[src/rtl/srseq_pkg.sv]
package srseq_pkg;
  typedef enum logic [2:0] {
    CMD_NOP  = 3'd0,
    CMD_PRE  = 3'd1,
    CMD_SRE  = 3'd2,
    CMD_ZQCL = 3'd3
  } cmd_e;

  typedef enum logic [2:0] {
    ST_IDLE, ST_ODT_OFF, ST_PRE, ST_WAIT_RP, ST_SRE, ST_SR, ST_XS, ST_ZQ
  } seq_st_e;
endpackage

[src/rtl/srseq_sat_counter.sv]
module srseq_sat_counter #(
  parameter int W    = 8,
  parameter int MAXV = 100,
  parameter int CLRV = 0,
  parameter int RSTV = 0
) (
  input  logic         clk,
  input  logic         rst_n,
  input  logic         clr,
  output logic [W-1:0] count
);
  localparam logic [W-1:0] MAX_L = W'(MAXV);

  always_ff @(posedge clk or negedge rst_n) begin
    if (!rst_n)             count <= W'(RSTV);
    else if (clr)           count <= W'(CLRV);
    else if (count < MAX_L) count <= count + 1'b1;
  end
endmodule

[src/rtl/srseq_bank_track.sv]
module srseq_bank_track #(
  parameter int NB   = 8,
  parameter int BA_W = 3
) (
  input  logic            clk,
  input  logic            rst_n,
  input  logic            act_valid,
  input  logic [BA_W-1:0] act_bank,
  input  logic            pre_valid,
  input  logic            pre_all,
  input  logic [BA_W-1:0] pre_bank,
  input  logic            close_all,
  output logic [NB-1:0]   open_mask,
  output logic            any_open
);
  for (genvar b = 0; b < NB; b++) begin : g_bank
    logic hit_act, hit_pre;
    assign hit_act = act_valid && (act_bank == BA_W'(b));
    assign hit_pre = close_all || (pre_valid && (pre_all || pre_bank == BA_W'(b)));
    always_ff @(posedge clk or negedge rst_n) begin
      if (!rst_n)       open_mask[b] <= 1'b0;
      else if (hit_pre) open_mask[b] <= 1'b0;
      else if (hit_act) open_mask[b] <= 1'b1;
    end
  end

  assign any_open = |open_mask;
endmodule

[src/rtl/selfrefresh_seq.sv]
module selfrefresh_seq
  import srseq_pkg::*;
#(
  parameter int BA_W       = 3,
  parameter int T_RP       = 3,
  parameter int T_CKESR    = 5,
  parameter int T_XS       = 8,
  parameter int T_XSDLL    = 20,
  parameter int T_ZQ       = 6,
  parameter int T_WR_FIRST = 512
) (
  input  logic            clk,
  input  logic            rst_n,
  input  logic            enter_req,
  input  logic            exit_req,
  input  logic            burst_busy,
  input  logic            odt_req,
  input  logic            act_valid,
  input  logic [BA_W-1:0] act_bank,
  input  logic            pre_valid,
  input  logic            pre_all,
  input  logic [BA_W-1:0] pre_bank,
  output logic            cke,
  output logic [2:0]      cmd,
  output logic            a10,
  output logic [BA_W-1:0] ba,
  output logic            odt,
  output logic            ready_basic,
  output logic            ready_dll,
  output logic            ready_wr
);
  localparam int NB     = 1 << BA_W;
  localparam int ZQ_AT  = T_XS + 1 + T_ZQ;
  localparam int DLL_AT = (T_XSDLL > ZQ_AT) ? T_XSDLL : ZQ_AT;
  localparam int WR_AT  = (T_WR_FIRST > DLL_AT) ? T_WR_FIRST : DLL_AT;
  localparam int M1     = (WR_AT > T_RP) ? WR_AT : T_RP;
  localparam int XMAX   = (M1 > T_CKESR) ? M1 : T_CKESR;
  localparam int CW     = $clog2(XMAX + 2);

  seq_st_e st_q, st_d;
  logic [CW-1:0] rp_cnt, sr_cnt, x_cnt;
  logic [NB-1:0] open_mask;
  logic          any_open;
  logic          own_pre, rp_ok, exit_go;

  assign own_pre = (st_q == ST_PRE);
  assign rp_ok   = rp_cnt >= CW'(T_RP - 1);
  assign exit_go = (st_q == ST_SR) && exit_req && (sr_cnt >= CW'(T_CKESR - 1));

  srseq_bank_track #(.NB(NB), .BA_W(BA_W)) u_banks (
    .clk(clk), .rst_n(rst_n),
    .act_valid(act_valid), .act_bank(act_bank),
    .pre_valid(pre_valid), .pre_all(pre_all), .pre_bank(pre_bank),
    .close_all(own_pre), .open_mask(open_mask), .any_open(any_open)
  );

  // cycles since last precharge (1 in the cycle after it)
  srseq_sat_counter #(.W(CW), .MAXV(T_RP), .CLRV(1), .RSTV(T_RP)) u_rp_cnt (
    .clk(clk), .rst_n(rst_n), .clr(own_pre || pre_valid), .count(rp_cnt)
  );

  // cycles since the entry command
  srseq_sat_counter #(.W(CW), .MAXV(T_CKESR), .CLRV(1), .RSTV(0)) u_sr_cnt (
    .clk(clk), .rst_n(rst_n), .clr(st_q == ST_SRE), .count(sr_cnt)
  );

  // cycles since CKE rose (0 in the rising cycle)
  srseq_sat_counter #(.W(CW), .MAXV(XMAX), .CLRV(0), .RSTV(XMAX)) u_x_cnt (
    .clk(clk), .rst_n(rst_n), .clr(exit_go), .count(x_cnt)
  );

  always_comb begin
    st_d = st_q;
    unique case (st_q)
      ST_IDLE:    if (enter_req && !burst_busy) st_d = ST_ODT_OFF;
      ST_ODT_OFF: st_d = any_open ? ST_PRE : (rp_ok ? ST_SRE : ST_WAIT_RP);
      ST_PRE:     st_d = ST_WAIT_RP;
      ST_WAIT_RP: if (rp_ok) st_d = ST_SRE;
      ST_SRE:     st_d = ST_SR;
      ST_SR:      if (exit_go) st_d = ST_XS;
      ST_XS:      if (x_cnt >= CW'(T_XS - 1)) st_d = ST_ZQ;
      ST_ZQ:      st_d = ST_IDLE;
      default:    st_d = ST_IDLE;
    endcase
  end

  always_ff @(posedge clk or negedge rst_n) begin
    if (!rst_n) st_q <= ST_IDLE;
    else        st_q <= st_d;
  end

  always_comb begin
    unique case (st_q)
      ST_PRE:  cmd = CMD_PRE;
      ST_SRE:  cmd = CMD_SRE;
      ST_ZQ:   cmd = CMD_ZQCL;
      default: cmd = CMD_NOP;
    endcase
  end

  assign cke         = !((st_q == ST_SRE) || (st_q == ST_SR));
  assign a10         = own_pre;
  assign ba          = '0;
  assign odt         = (st_q == ST_IDLE) && odt_req;
  assign ready_basic = (st_q == ST_IDLE);
  assign ready_dll   = ready_basic && (x_cnt >= CW'(DLL_AT));
  assign ready_wr    = ready_dll && (x_cnt >= CW'(WR_AT));

  // a precharge from this block always closes every bank
  p_pre_all_r1: assert property (@(posedge clk) disable iff (!rst_n)
    (cmd == CMD_PRE) |-> a10);

  // entry only with banks idle and recovery met
  p_sre_idle_r2: assert property (@(posedge clk) disable iff (!rst_n)
    (cmd == CMD_SRE) |-> (!cke && !any_open && rp_cnt >= CW'(T_RP)));

  // termination off before and at entry
  p_odt_off_r4: assert property (@(posedge clk) disable iff (!rst_n)
    (cmd == CMD_SRE) |-> (!odt && $past(!odt)));

  // minimum CKE-low time before the rise
  p_ckesr_r5: assert property (@(posedge clk) disable iff (!rst_n)
    $rose(cke) |-> (sr_cnt >= CW'(T_CKESR)));

  // only NOP inside the exit padding window
  p_xs_pad_r6: assert property (@(posedge clk) disable iff (!rst_n)
    (cke && x_cnt < CW'(T_XS)) |-> (cmd == CMD_NOP && !ready_basic));

  // DLL-dependent commands never before the DLL interval
  p_dll_gate_r8: assert property (@(posedge clk) disable iff (!rst_n)
    ready_dll |-> (x_cnt >= CW'(T_XSDLL)));
endmodule

[config.mk]
export PLATFORM = sky130hd
export DESIGN_NAME = selfrefresh_seq
export DESIGN_NICKNAME = d
export VERILOG_FILES = /design/src/rtl/srseq_pkg.sv /design/src/rtl/srseq_sat_counter.sv /design/src/rtl/srseq_bank_track.sv /design/src/rtl/selfrefresh_seq.sv
export SDC_FILE = /design/constraint.sdc
export NUM_CORES = 1
export LEC_CHECK = 0
export BUFFER_PORTS_ARGS = -buffer_cell sky130_fd_sc_hd__buf_2
export CAP_MARGIN = 30
export CORE_ASPECT_RATIO = 1.5
export CORE_MARGIN = 2
export CORE_UTILIZATION = 55
export CTS_BUF_LIST = sky130_fd_sc_hd__clkbuf_8 sky130_fd_sc_hd__clkbuf_16
export DETAILED_ROUTE_END_ITERATION = 10
export MAX_ROUTING_LAYER = met4
export PLACE_DENSITY = 0.73
export RECOVER_POWER = 50
export SYNTH_ARGS = -nofsm -noshare
export SYNTH_HDL_FRONTEND = slang
export SYNTH_SLANG_ARGS = --single-unit
export TNS_END_PERCENT = 1
[constraint.sdc]
create_clock -name clk -period 2.3 [get_ports clk]
set_input_delay 0.23 -clock clk [delete_from_list [all_inputs] [get_ports clk]]
set_output_delay 0.23 -clock clk [all_outputs]
set_load 0.03 [all_outputs]
==> flow_summary_export.csv <==
group,metric,value,unit
status,status,"finished, final reports clean",
timing,fin_skew,2.39,ps
placed_design,placed_cells,264,
floorplan,die_h,79.2,um
timing,worst_slew_margin_rel,42.1,%
floorplan,die_w,54.1,um
cts,insertion_delay,280,ps
detailed_routing,post_drt_wl_per_cell,13.7,um
floorplan,start_util,56.8,%
synthesis,synth_compound_area_share,12.5,%
worst_setup_path,path_max_fanout,3,
cts,cts_tree,"yes",
final_layout,stdcell_area,2290,um2
timing,setup_violations,0,
cts,postCtsSetupRepairBufs,0,
timing,setup_ws,330,ps
final_layout,diodes,0,
placed_design,portBuffers,22,
floorplan,rows,27,
grt,grt_pass1_vias,1422,
detailed_routing,viasPerCell,5.56,
grt,grt-ovfl-total,0,
detailed_routing,drt_wl_total,3720,um
detailed_routing,ant_nets,0,
timing,grt_setup_unrepaired,"no",
synthesis,synth.most_common_cell,"dfrtp_1",
cts,cts-resized-gates,0,
placed_design,place_area,2190,um2
synthesis,synth_fa_ha_area_share,4.22,%
synthesis,synth.cell_area,2070,um2
synthesis,synth_edf_count,0,
detailed_routing,drtIter0Drc,41,
timing,min_period,1970,ps
final_layout,n_fill_cell,315,
final_layout,drive_above_1_share,17.5,%
timing,period_share,85.7,%
synthesis,async_flop_share,100,%
grt,grt_max_degree,42,
worst_setup_path,setup.worst_path.start_class,"register",
synthesis,synth_top_area_cell,"dfrtp_1",
pwr,totalPowerFinal,2.66,mW
synthesis,yosys.area_share.simple,22.1,%
worst_setup_path,crit_arrival,2110,ps
timing,whs,58.2,ps
timing,max_freq,0.508,GHz
synthesis,ys_warn_count,0,
synthesis,synthTopCellsByArea,"dfrtp_1 (46%), ha_1 (4.2%), xnor2_1 (4.2%)",
worst_setup_path,end_kind,"register",
placed_design,dp_hpwl,2770,um
grt,grt_pass1_wl,6080,um
cts,cts_sinks,41,
placed_design,place_ws,315,ps
synthesis,synth_cell_types,46,
cts,cts-hold-fix-buffers,0,
grt,track_usage,19.3,%
timing,tightestPinTransition,869,ps
synthesis,synth_top_area_share,45.9,%
synthesis,synth-seq-area-share,49.7,%
timing,finalHoldViolCount,0,
placed_design,gp_congestion,0.820,
detailed_routing,vias,1511,
timing,fin_setup_tns,0,ps
worst_setup_path,crit_type,"reg -> reg",
synthesis,synthTopCellsByCount,"dfrtp_1 (38), nor2_1 (23), inv_1 (12)",
flow_run,drv_cap,0,
cts,clock_path_buffers,2,
floorplan,num_io_pins,27,
synthesis,synth_cells,208,
floorplan,coreArea,3650,um2
floorplan,die_area,4290,um2
synthesis,synth_top_family_by_area,"simple AND/OR/NAND/NOR gates",
final_layout,final_util,62.7,%
final_layout,syn_to_final_growth,10.4,%
synthesis,yosys_register_bits,41,
detailed_routing,drc,0,
synthesis,ys.flop_type,"dfrtp_1",
cts,cts_made_buffers,5,
worst_hold_path,hp-class,"in -> async",
synthesis,synth_area_per_cell,9.97,um2
pwr,powerDensity,1160,nW/um2
detailed_routing,drtPass1Iterations,4,
grt,antenna_found_initial,0,
synthesis,synthMuxAreaShare,0.966,%
worst_setup_path,worst_ep_required_time,2440,ps
synthesis,synthXorXnorAreaFrac,5.07,%
cts,h-tree-depth,2,
final_layout,nets,250,
final_layout,instances_no_fill,272,
pwr,ir_drop,0.000734,V
cts,path_clk_slew,70,ps
pwr,leakage,1.11,nW
timing,slew_violations,0,
cts,clockRootBuffer,"clkbuf_8",
-- registers in the layout, summed over array words and instances, names as in the netlist --
name and cells:
st_q 3, u_banks.open_mask 8, u_rp_cnt.count 10, u_sr_cnt.count 10
u_x_cnt.count 10
-- path summary, 6_finish.rpt --
check | startpoint | endpoint | slack [ps] | depth (start not counted)
worst max-delay path | u_rp_cnt.count[2] | u_rp_cnt.count[1] | 330 | 4
worst min-delay path | rst_n | u_sr_cnt.count[9] | 60 | 1
worst max register to register | u_rp_cnt.count[2] | u_rp_cnt.count[1] | 330 | 4
worst min register to register | u_rp_cnt.count[9] | u_rp_cnt.count[9] | 480 | 1
max in group asynchronous | rst_n | u_rp_cnt.count[2] | 1690 | 1
min in group clk | burst_busy | st_q[0] | 230 | 3
-- routing by layer --
metal / share of wire [%] / GRT usage, %
met5: 0 / -
met1: 46 / 24.5
met3: 3.7 / 3.38
met4: 0.83 / 5.75
met2: 50 / 31.1
-- power by group --
part           total [mW]  switching (mW)  internal, mW  leakage (nW)
clock               0.500           0.229         0.271        0.0542
sequential           1.17           0.244         0.929         0.529
combinational       0.982           0.559         0.423         0.523
-- worst max-delay path, cell delays in order (launching register included) --
cell and delay (ps):
dfrtp_1 370, or4_1 560, nor3_1 360, nor2_1 90, a2111oi_0 450
-- cell families after synthesis --
family                     count (synthesis)
and+or+nand+nor                           83
DFF                                       41
xor gates and xnor gates                  12
other                                      1
buffers and inverters                     25
AOI/OAI and AO/OA                         37
adders and majority gates                  7
muxes                                      2
-- final cells by class --
cell class / instances / area [um2] / share of cell area, %
Clock buffer: 7 / 96.3 / 4.21
Clock inverter: 1 / 5.00 / 0.219
Inverter: 12 / 45.0 / 1.97
Multi-Input combinational cell: 145 / 945 / 41.3
Sequential cell: 41 / 1030 / 45.0
Tap cell: 43 / 53.8 / 2.35
Timing Repair Buffer: 23 / 114 / 4.98
-- cells in the final DEF (no fill, tap or decap), types with 7 or more instances in the layout --
cell	netlist	final
dfrtp_1	38	38
nor2_1	23	23
buf_2	1	22
inv_1	12	12
and2_1	10	10
xnor2_1	10	10
nor2b_1	9	9
nor3_1	8	8
nand2_1	7	7
ha_1	7	7
clkbuf_8	0	7
No activity file was read; power rests on OpenSTA's default activity.
